## src/rtl/sbq_pkg.sv

```systemverilog
package sbq_pkg;
  typedef enum logic [1:0] {
    ADM_IDLE = 2'd0,
    ADM_TAKE = 2'd1,
    ADM_FULL = 2'd2,
    ADM_CAP  = 2'd3
  } adm_e;
endpackage

```

## src/rtl/sbq_slot_seq.sv

```systemverilog
module sbq_slot_seq #(
  parameter int N  = 4,
  parameter int PW = (N > 1) ? $clog2(N) : 1
) (
  input  logic          clk,
  input  logic          rst_n,
  output logic [PW-1:0] phase,
  output logic [N-1:0]  phase_oh
);
  logic [PW-1:0] phase_q;

  always_ff @(posedge clk or negedge rst_n) begin
    if (!rst_n) phase_q <= '0;
    else if (phase_q == PW'(N - 1)) phase_q <= '0;
    else phase_q <= phase_q + PW'(1);
  end

  assign phase    = phase_q;
  assign phase_oh = N'(1) << phase_q;
endmodule

```

## src/rtl/sbq_admit.sv

```systemverilog
module sbq_admit
  import sbq_pkg::*;
#(
  parameter int N   = 4,
  parameter int B   = 32,
  parameter int CAP = 12,
  parameter int PW  = (N > 1) ? $clog2(N) : 1,
  parameter int CW  = $clog2(CAP + 1),
  parameter int FW  = $clog2(B + 1)
) (
  input  logic                  req,
  input  logic [PW-1:0]         dest,
  input  logic [N-1:0][CW-1:0]  list_cnt,
  input  logic [FW-1:0]         free_cnt,
  output adm_e                  verdict
);
  logic [CW-1:0] dest_cnt;
  assign dest_cnt = list_cnt[dest];

  always_comb begin
    if (!req)                       verdict = ADM_IDLE;
    else if (free_cnt == '0)        verdict = ADM_FULL;
    else if (dest_cnt >= CW'(CAP))  verdict = ADM_CAP;
    else                            verdict = ADM_TAKE;
  end
endmodule

```

## src/rtl/sbq_cell_ram.sv

```systemverilog
module sbq_cell_ram #(
  parameter int W  = 32,
  parameter int B  = 32,
  parameter int AW = $clog2(B)
) (
  input  logic          clk,
  input  logic          wr_en,
  input  logic [AW-1:0] wr_addr,
  input  logic [W-1:0]  wr_data,
  input  logic [AW-1:0] rd_addr,
  output logic [W-1:0]  rd_data
);
  logic [W-1:0] store_q [B];

  always_ff @(posedge clk) begin
    if (wr_en) store_q[wr_addr] <= wr_data;
  end

  assign rd_data = store_q[rd_addr];
endmodule

```

## src/rtl/sbq_list_ctrl.sv

```systemverilog
module sbq_list_ctrl #(
  parameter int N   = 4,
  parameter int B   = 32,
  parameter int CAP = 12,
  parameter int PW  = (N > 1) ? $clog2(N) : 1,
  parameter int AW  = $clog2(B),
  parameter int CW  = $clog2(CAP + 1),
  parameter int FW  = $clog2(B + 1)
) (
  input  logic                 clk,
  input  logic                 rst_n,
  input  logic                 enq,
  input  logic [PW-1:0]        enq_dest,
  input  logic                 deq,
  input  logic [PW-1:0]        deq_port,
  output logic [AW-1:0]        alloc_addr,
  output logic [AW-1:0]        head_addr,
  output logic [N-1:0][CW-1:0] list_cnt,
  output logic [FW-1:0]        free_cnt
);
  logic [AW-1:0] link_q [B];
  logic [AW-1:0] head_q [N];
  logic [AW-1:0] tail_q [N];
  logic [CW-1:0] cnt_q  [N];
  logic [AW-1:0] fhead_q;
  logic [FW-1:0] fcnt_q;

  logic [AW-1:0] rel_loc;
  logic [AW-1:0] free_next;
  logic          lone_swap;

  assign rel_loc   = head_q[deq_port];
  assign free_next = link_q[fhead_q];
  // Queue holds one cell which leaves while a new one joins: tail link == head.
  assign lone_swap = enq && deq && (enq_dest == deq_port) && (cnt_q[deq_port] == CW'(1));

  always_ff @(posedge clk or negedge rst_n) begin
    if (!rst_n) begin
      for (int i = 0; i < B; i++) link_q[i] <= AW'((i + 1) % B);
      for (int k = 0; k < N; k++) begin
        head_q[k] <= '0;
        tail_q[k] <= '0;
        cnt_q[k]  <= '0;
      end
      fhead_q <= '0;
      fcnt_q  <= FW'(B);
    end else begin
      // free list: released location becomes the new free head
      if (deq) begin
        link_q[rel_loc]  <= enq ? free_next : fhead_q;
        fhead_q          <= rel_loc;
        head_q[deq_port] <= link_q[rel_loc];
      end else if (enq) begin
        fhead_q <= free_next;
      end
      // append the allocated location to the destination queue
      if (enq) begin
        if (cnt_q[enq_dest] == '0 || lone_swap) head_q[enq_dest] <= fhead_q;
        else                                     link_q[tail_q[enq_dest]] <= fhead_q;
        tail_q[enq_dest] <= fhead_q;
      end
      for (int k = 0; k < N; k++) begin
        cnt_q[k] <= cnt_q[k]
                  + CW'(enq && (enq_dest == PW'(k)))
                  - CW'(deq && (deq_port == PW'(k)));
      end
      fcnt_q <= fcnt_q - FW'(enq) + FW'(deq);
    end
  end

  assign alloc_addr = fhead_q;
  assign head_addr  = rel_loc;
  assign free_cnt   = fcnt_q;

  for (genvar g = 0; g < N; g++) begin : g_cnt
    assign list_cnt[g] = cnt_q[g];
  end
endmodule

```

## src/rtl/shared_cell_qmgr.sv

```systemverilog
module shared_cell_qmgr
  import sbq_pkg::*;
#(
  parameter int N   = 4,
  parameter int B   = 32,
  parameter int CAP = 12,
  parameter int W   = 32,
  parameter int DW  = (N > 1) ? $clog2(N) : 1
) (
  input  logic            clk,
  input  logic            rst_n,
  input  logic [N-1:0]    in_valid,
  output logic [N-1:0]    in_ready,
  input  logic [N*W-1:0]  in_data,
  input  logic [N*DW-1:0] in_dest,
  output logic [N-1:0]    out_valid,
  input  logic [N-1:0]    out_ready,
  output logic [N*W-1:0]  out_data,
  output logic [N-1:0]    drop
);
  localparam int AW = $clog2(B);
  localparam int CW = $clog2(CAP + 1);
  localparam int FW = $clog2(B + 1);

  logic [DW-1:0]        phase;
  logic [N-1:0]         phase_oh;
  logic [N-1:0][CW-1:0] list_cnt;
  logic [FW-1:0]        free_cnt;
  logic [AW-1:0]        alloc_addr;
  logic [AW-1:0]        head_addr;
  logic [W-1:0]         rd_data;
  logic                 cur_valid;
  logic [DW-1:0]        cur_dest;
  logic [W-1:0]         cur_data;
  adm_e                 verdict;
  logic                 enq;
  logic                 deq;
  logic                 refused;

  sbq_slot_seq #(.N(N), .PW(DW)) u_seq (
    .clk(clk), .rst_n(rst_n), .phase(phase), .phase_oh(phase_oh)
  );

  assign cur_valid = |(in_valid & phase_oh);
  assign cur_dest  = in_dest[phase*DW +: DW];
  assign cur_data  = in_data[phase*W +: W];

  sbq_admit #(.N(N), .B(B), .CAP(CAP), .PW(DW), .CW(CW), .FW(FW)) u_admit (
    .req(cur_valid), .dest(cur_dest), .list_cnt(list_cnt),
    .free_cnt(free_cnt), .verdict(verdict)
  );

  assign enq     = (verdict == ADM_TAKE);
  assign refused = (verdict == ADM_FULL) || (verdict == ADM_CAP);
  assign deq     = |(out_valid & out_ready);

  sbq_list_ctrl #(.N(N), .B(B), .CAP(CAP), .PW(DW), .AW(AW), .CW(CW), .FW(FW)) u_lists (
    .clk(clk), .rst_n(rst_n),
    .enq(enq), .enq_dest(cur_dest),
    .deq(deq), .deq_port(phase),
    .alloc_addr(alloc_addr), .head_addr(head_addr),
    .list_cnt(list_cnt), .free_cnt(free_cnt)
  );

  sbq_cell_ram #(.W(W), .B(B), .AW(AW)) u_ram (
    .clk(clk), .wr_en(enq), .wr_addr(alloc_addr), .wr_data(cur_data),
    .rd_addr(head_addr), .rd_data(rd_data)
  );

  assign in_ready = phase_oh;
  assign drop     = phase_oh & {N{refused}};

  for (genvar g = 0; g < N; g++) begin : g_out
    assign out_valid[g]         = phase_oh[g] && (list_cnt[g] != '0);
    assign out_data[g*W +: W]   = rd_data;
  end
endmodule

```

## config.mk

```make
export PLATFORM = sky130hd
export DESIGN_NAME = shared_cell_qmgr
export DESIGN_NICKNAME = d
export VERILOG_FILES = /design/src/rtl/sbq_pkg.sv /design/src/rtl/sbq_slot_seq.sv /design/src/rtl/sbq_admit.sv /design/src/rtl/sbq_cell_ram.sv /design/src/rtl/sbq_list_ctrl.sv /design/src/rtl/shared_cell_qmgr.sv
export SDC_FILE = /design/constraint.sdc
export NUM_CORES = 2
export LEC_CHECK = 0
export BUFFER_PORTS_ARGS = -buffer_cell sky130_fd_sc_hd__buf_2
export CORE_ASPECT_RATIO = 1.75
export CORE_MARGIN = 2
export CORE_UTILIZATION = 55
export DETAILED_ROUTE_END_ITERATION = 10
export PLACE_DENSITY = 0.76
export SLEW_MARGIN = 20
export SYNTH_ARGS = -nofsm -noshare
export SYNTH_HDL_FRONTEND = slang
export SYNTH_SLANG_ARGS = --single-unit
```

## constraint.sdc

```tcl
create_clock -name clk -period 5.4 [get_ports clk]
set_clock_uncertainty 0.15 [all_clocks]
set_input_delay 0 -clock clk [delete_from_list [all_inputs] [get_ports clk]]
set_output_delay 0 -clock clk [all_outputs]
set_load 0.01 [all_outputs]
```

==> reports/results.txt <==
share of the synthesized area in compound gates (AO/OA/AOI/OAI): 7.71%
per-cell via count in the routed design: 6.81
Arr. time, crit path: 5040 ps
pin count of the biggest net entering global routing: 111
cell taking the most area after synthesis: sky130_fd_sc_hd__edfxtp_1
post-detailed-placement half-perimeter wirelength: 95200 um
Skew-Pair Late Insertion Delay: 720 ps
Simple-Gate Fraction of Synth Area: 3.10%
maxcap violations: 0
final design utilization: 62.3%
GRT Total Usage: 30.3%
worst slew margin relative to its limit: 28.0%
buffer levels on the longest clock path: 3
R2R setup slack: 770 ps
top fanout value on the critical path: 31
number of gates resized after CTS: 0
ys async rst share: 18.3%
Core Rows: 153
setup repair after global routing missed its margin: false
clk sink count: 1253
PortBufs: 285
TritonCTS clock tree: yes
worst path cell trace: buf_4, mux4_2, or2_2, nor2_4, buf_4, a22oi_1, nand4_1, buf_2
power density cells: 566 nW/um^2
count of final setup violators: 0
Hold Violations, Final: 0
Max rail drop VDD: 0.393 mV
transition time of the tightest slew-check pin: 1070 ps
area taken by multi-input logic gates: 17000 um^2
top_reg_cell synth: sky130_fd_sc_hd__edfxtp_1
RePlAce Congestion: 0.961
dominant combinational cell family by area after synthesis: multiplexers
share of cells above drive strength 1: 32.1%
Antenna Nets Post-Route: 0
mux cell area share after synthesis: 18.4%
area added between synthesis and finish: 12.4%
core area: 99200 um^2
sequential share of the synthesized area: 66.6%
cell count of the worst reg-to-reg path: 8
routed vias: 32900
post-synthesis share of cell area spent on xor and xnor gates: 0.191%
Static Leakage: 21.6 nW
x dimension of the die: 243 um
number of DRC violations after detailed-routing iteration 0: 3816
crit path launch type: register
required time of the critical path: 5250 ps
die outline height: 422 um
H-tree depth: 3
number of fill cells: 6967
sum of overflow across all layers after global routing: 0
post-layout net count: 3614
cts bufs inserted: 104
Synth cell types: 59
number of enable-type register cells in the synthesized netlist: 1024
number of cells on the worst hold path: 2
start of the worst register-to-register path: u_seq.phase[1]
path type of the worst min-delay path: primary input to register
sequential cell area: 36600 um^2
wire length of the first global-routing pass: 226000 um
CP endpoint kind: primary output
warnings from Yosys: 0
clock-pin transition on the worst setup and hold timing paths: 70 ps
worst flop-to-flop path endpoint: u_ram.store_q[15][6]
worst hold start: in_data[15]
post-detailed-routing wire length: 155000 um
Max Clk Rate: 193 MHz
remaining design rule violation count: 0
cell with the largest stage delay on the worst path: sky130_fd_sc_hd__nor2_4
vias in the first global route: 33600
register bit total from synthesis: 1253
first-pass iteration count of the detailed router: 6
average cell area after synthesis: 17.2 um^2
Synth top area share: 56.0%
Net Count, Synth: 3383
number of antenna violations at the first check in global routing: 5
average wire length per cell after detail routing: 32.1 um
Netlist Area Pre-Place: 54900 um^2
Root Buffer: sky130_fd_sc_hd__clkbuf_16
run status: complete, no violations
Final Slew Violations: 0
starting density of the core: 55.4%
most frequent cell after synthesis: sky130_fd_sc_hd__edfxtp_1
setup TNS after final layout: 0 ps
dpl cell area: 58200 um^2
Post-synth top cells: sky130_fd_sc_hd__edfxtp_1 (1024), sky130_fd_sc_hd__mux4_2 (342), sky130_fd_sc_hd__a21oi_1 (230), sky130_fd_sc_hd__nand2_1 (170), sky130_fd_sc_hd__mux2i_1 (164)
I/O pin cnt: 286
post-route standard cell area excluding fillers: 61700 um^2
min cycle time layout: 5190 ps
area share of fa/ha/maj cells after synthesis: 0.888%
worst hold endpoint: u_ram.store_q[19][15]
Synth area leaders: sky130_fd_sc_hd__edfxtp_1 (56%), sky130_fd_sc_hd__mux4_2 (14%), sky130_fd_sc_hd__dfrtp_1 (6.7%)
instance count of the mapped netlist: 3201
die footprint: 103000 um^2
highest cell delay on the worst timing path: 770 ps
startpoint-to-endpoint class of the critical path: register to primary output
part of the cycle the worst path needs: 96.1%
critical path's most frequent cell: sky130_fd_sc_hd__buf_4
logic make-up (layout without fill, tap and decap cells):
group                      after synthesis  after routing
buffers and inverters                  338            658
DFF                                   1253           1253
adders and majority gates               36             36
and+or+nand+nor                        368            368
xor gates and xnor gates                12             12
AOI/OAI and AO/OA                      625            625
muxes                                  569            570
other                                    0              1
cell type report:
type	instances	area share (%)
repair buffers	413	4.58
clock buffers	133	4.53
diodes	1	0.00405
inverters	49	0.300
multi-input cells	1611	27.5
well taps	1317	2.67
clock inverters	63	1.13
flip-flops and latches	1253	59.3
per-stage QoR:
stage | hold WS [ps] | setup slack [ps] | cells | total power [mW]
global placement | 20.9 | 739 | 4627 | 26.8
floorplan | -446 | 61.0 | 3201 | 22.8
finish | 47.3 | 212 | 4840 | 34.9
detailed placement | 17.7 | 835 | 4638 | 27.1
CTS | 10.3 | 7.60 | 4838 | 34.8
global route | 84.3 | 86.0 | 4839 | 36.0
state kept, by name, indices dropped and copies added (netlist names):
signal              count
u_lists.link_q        160
u_ram.store_q        1024
u_seq.phase             2
u_lists.alloc_addr      5
u_lists.head_q         20
u_lists.list_cnt       16
u_lists.free_cnt        6
u_lists.tail_q         20
cell usage in the layout (no fill, tap or decap), types with 64 or more instances in the layout:
master / count
sky130_fd_sc_hd__nor2_1: 64
sky130_fd_sc_hd__a2bb2oi_1: 127
sky130_fd_sc_hd__dfstp_2: 81
sky130_fd_sc_hd__mux4_2: 342
sky130_fd_sc_hd__edfxtp_1: 1024
sky130_fd_sc_hd__mux2i_1: 163
sky130_fd_sc_hd__dfrtp_1: 141
sky130_fd_sc_hd__buf_4: 97
sky130_fd_sc_hd__a22oi_1: 121
sky130_fd_sc_hd__clkbuf_16: 105
sky130_fd_sc_hd__buf_2: 284
sky130_fd_sc_hd__nand2_1: 170
sky130_fd_sc_hd__a21oi_1: 226
sky130_fd_sc_hd__o21ai_0: 67
repair_timing:
item | CTS | global route
hold buffers | 4 | 0
buffers inserted | 0 | 0
endpoints found under the hold margin | 131 | 0
endpoints found under the setup margin | 0 | 17
report_power, final:
part           leakage (nW)  switching (mW)  internal, mW
Combinational          8.04            8.43          5.81
Sequential             11.9            1.09          11.9
Clock                  1.66            3.58          4.15
how the worst max path moves through the flow:
stage	slack, ps	from	depth (start not counted)	endpoint
CTS	8	u_seq.phase[1]	7	out_data[123]
finish	210	u_seq.phase[1]	8	out_data[16]
global placement	740	u_seq.phase[1]	6	u_ram.store_q[0][0]
floorplan	60	u_seq.phase[0]	8	u_ram.store_q[27][0]
detailed placement	840	u_seq.phase[1]	8	u_ram.store_q[15][7]
global route	90	u_seq.phase[1]	9	out_data[83]
critical path: cells and delay by family, from the launching register on:
kind,cells,cell delay [ps]
muxes,1,550
and+or+nand+nor,3,1530
AOI/OAI and AO/OA,1,240
buffers and inverters,3,1180
DFF,1,740
routing by layer:
| metal | up-vias | GRT usage (%) | share of wire [%] |
|---|---|---|---|
| met5 | - | 0 | 0 |
| met4 | 0 | 20.2 | 8.0 |
| met3 | 573 | 4.90 | 8.0 |
| met2 | 2138 | 51.4 | 51 |
| met1 | 16900 | 35.5 | 34 |
| li1 | 13300 | - | - |
Note: power is estimated with default switching activity, not from simulation.
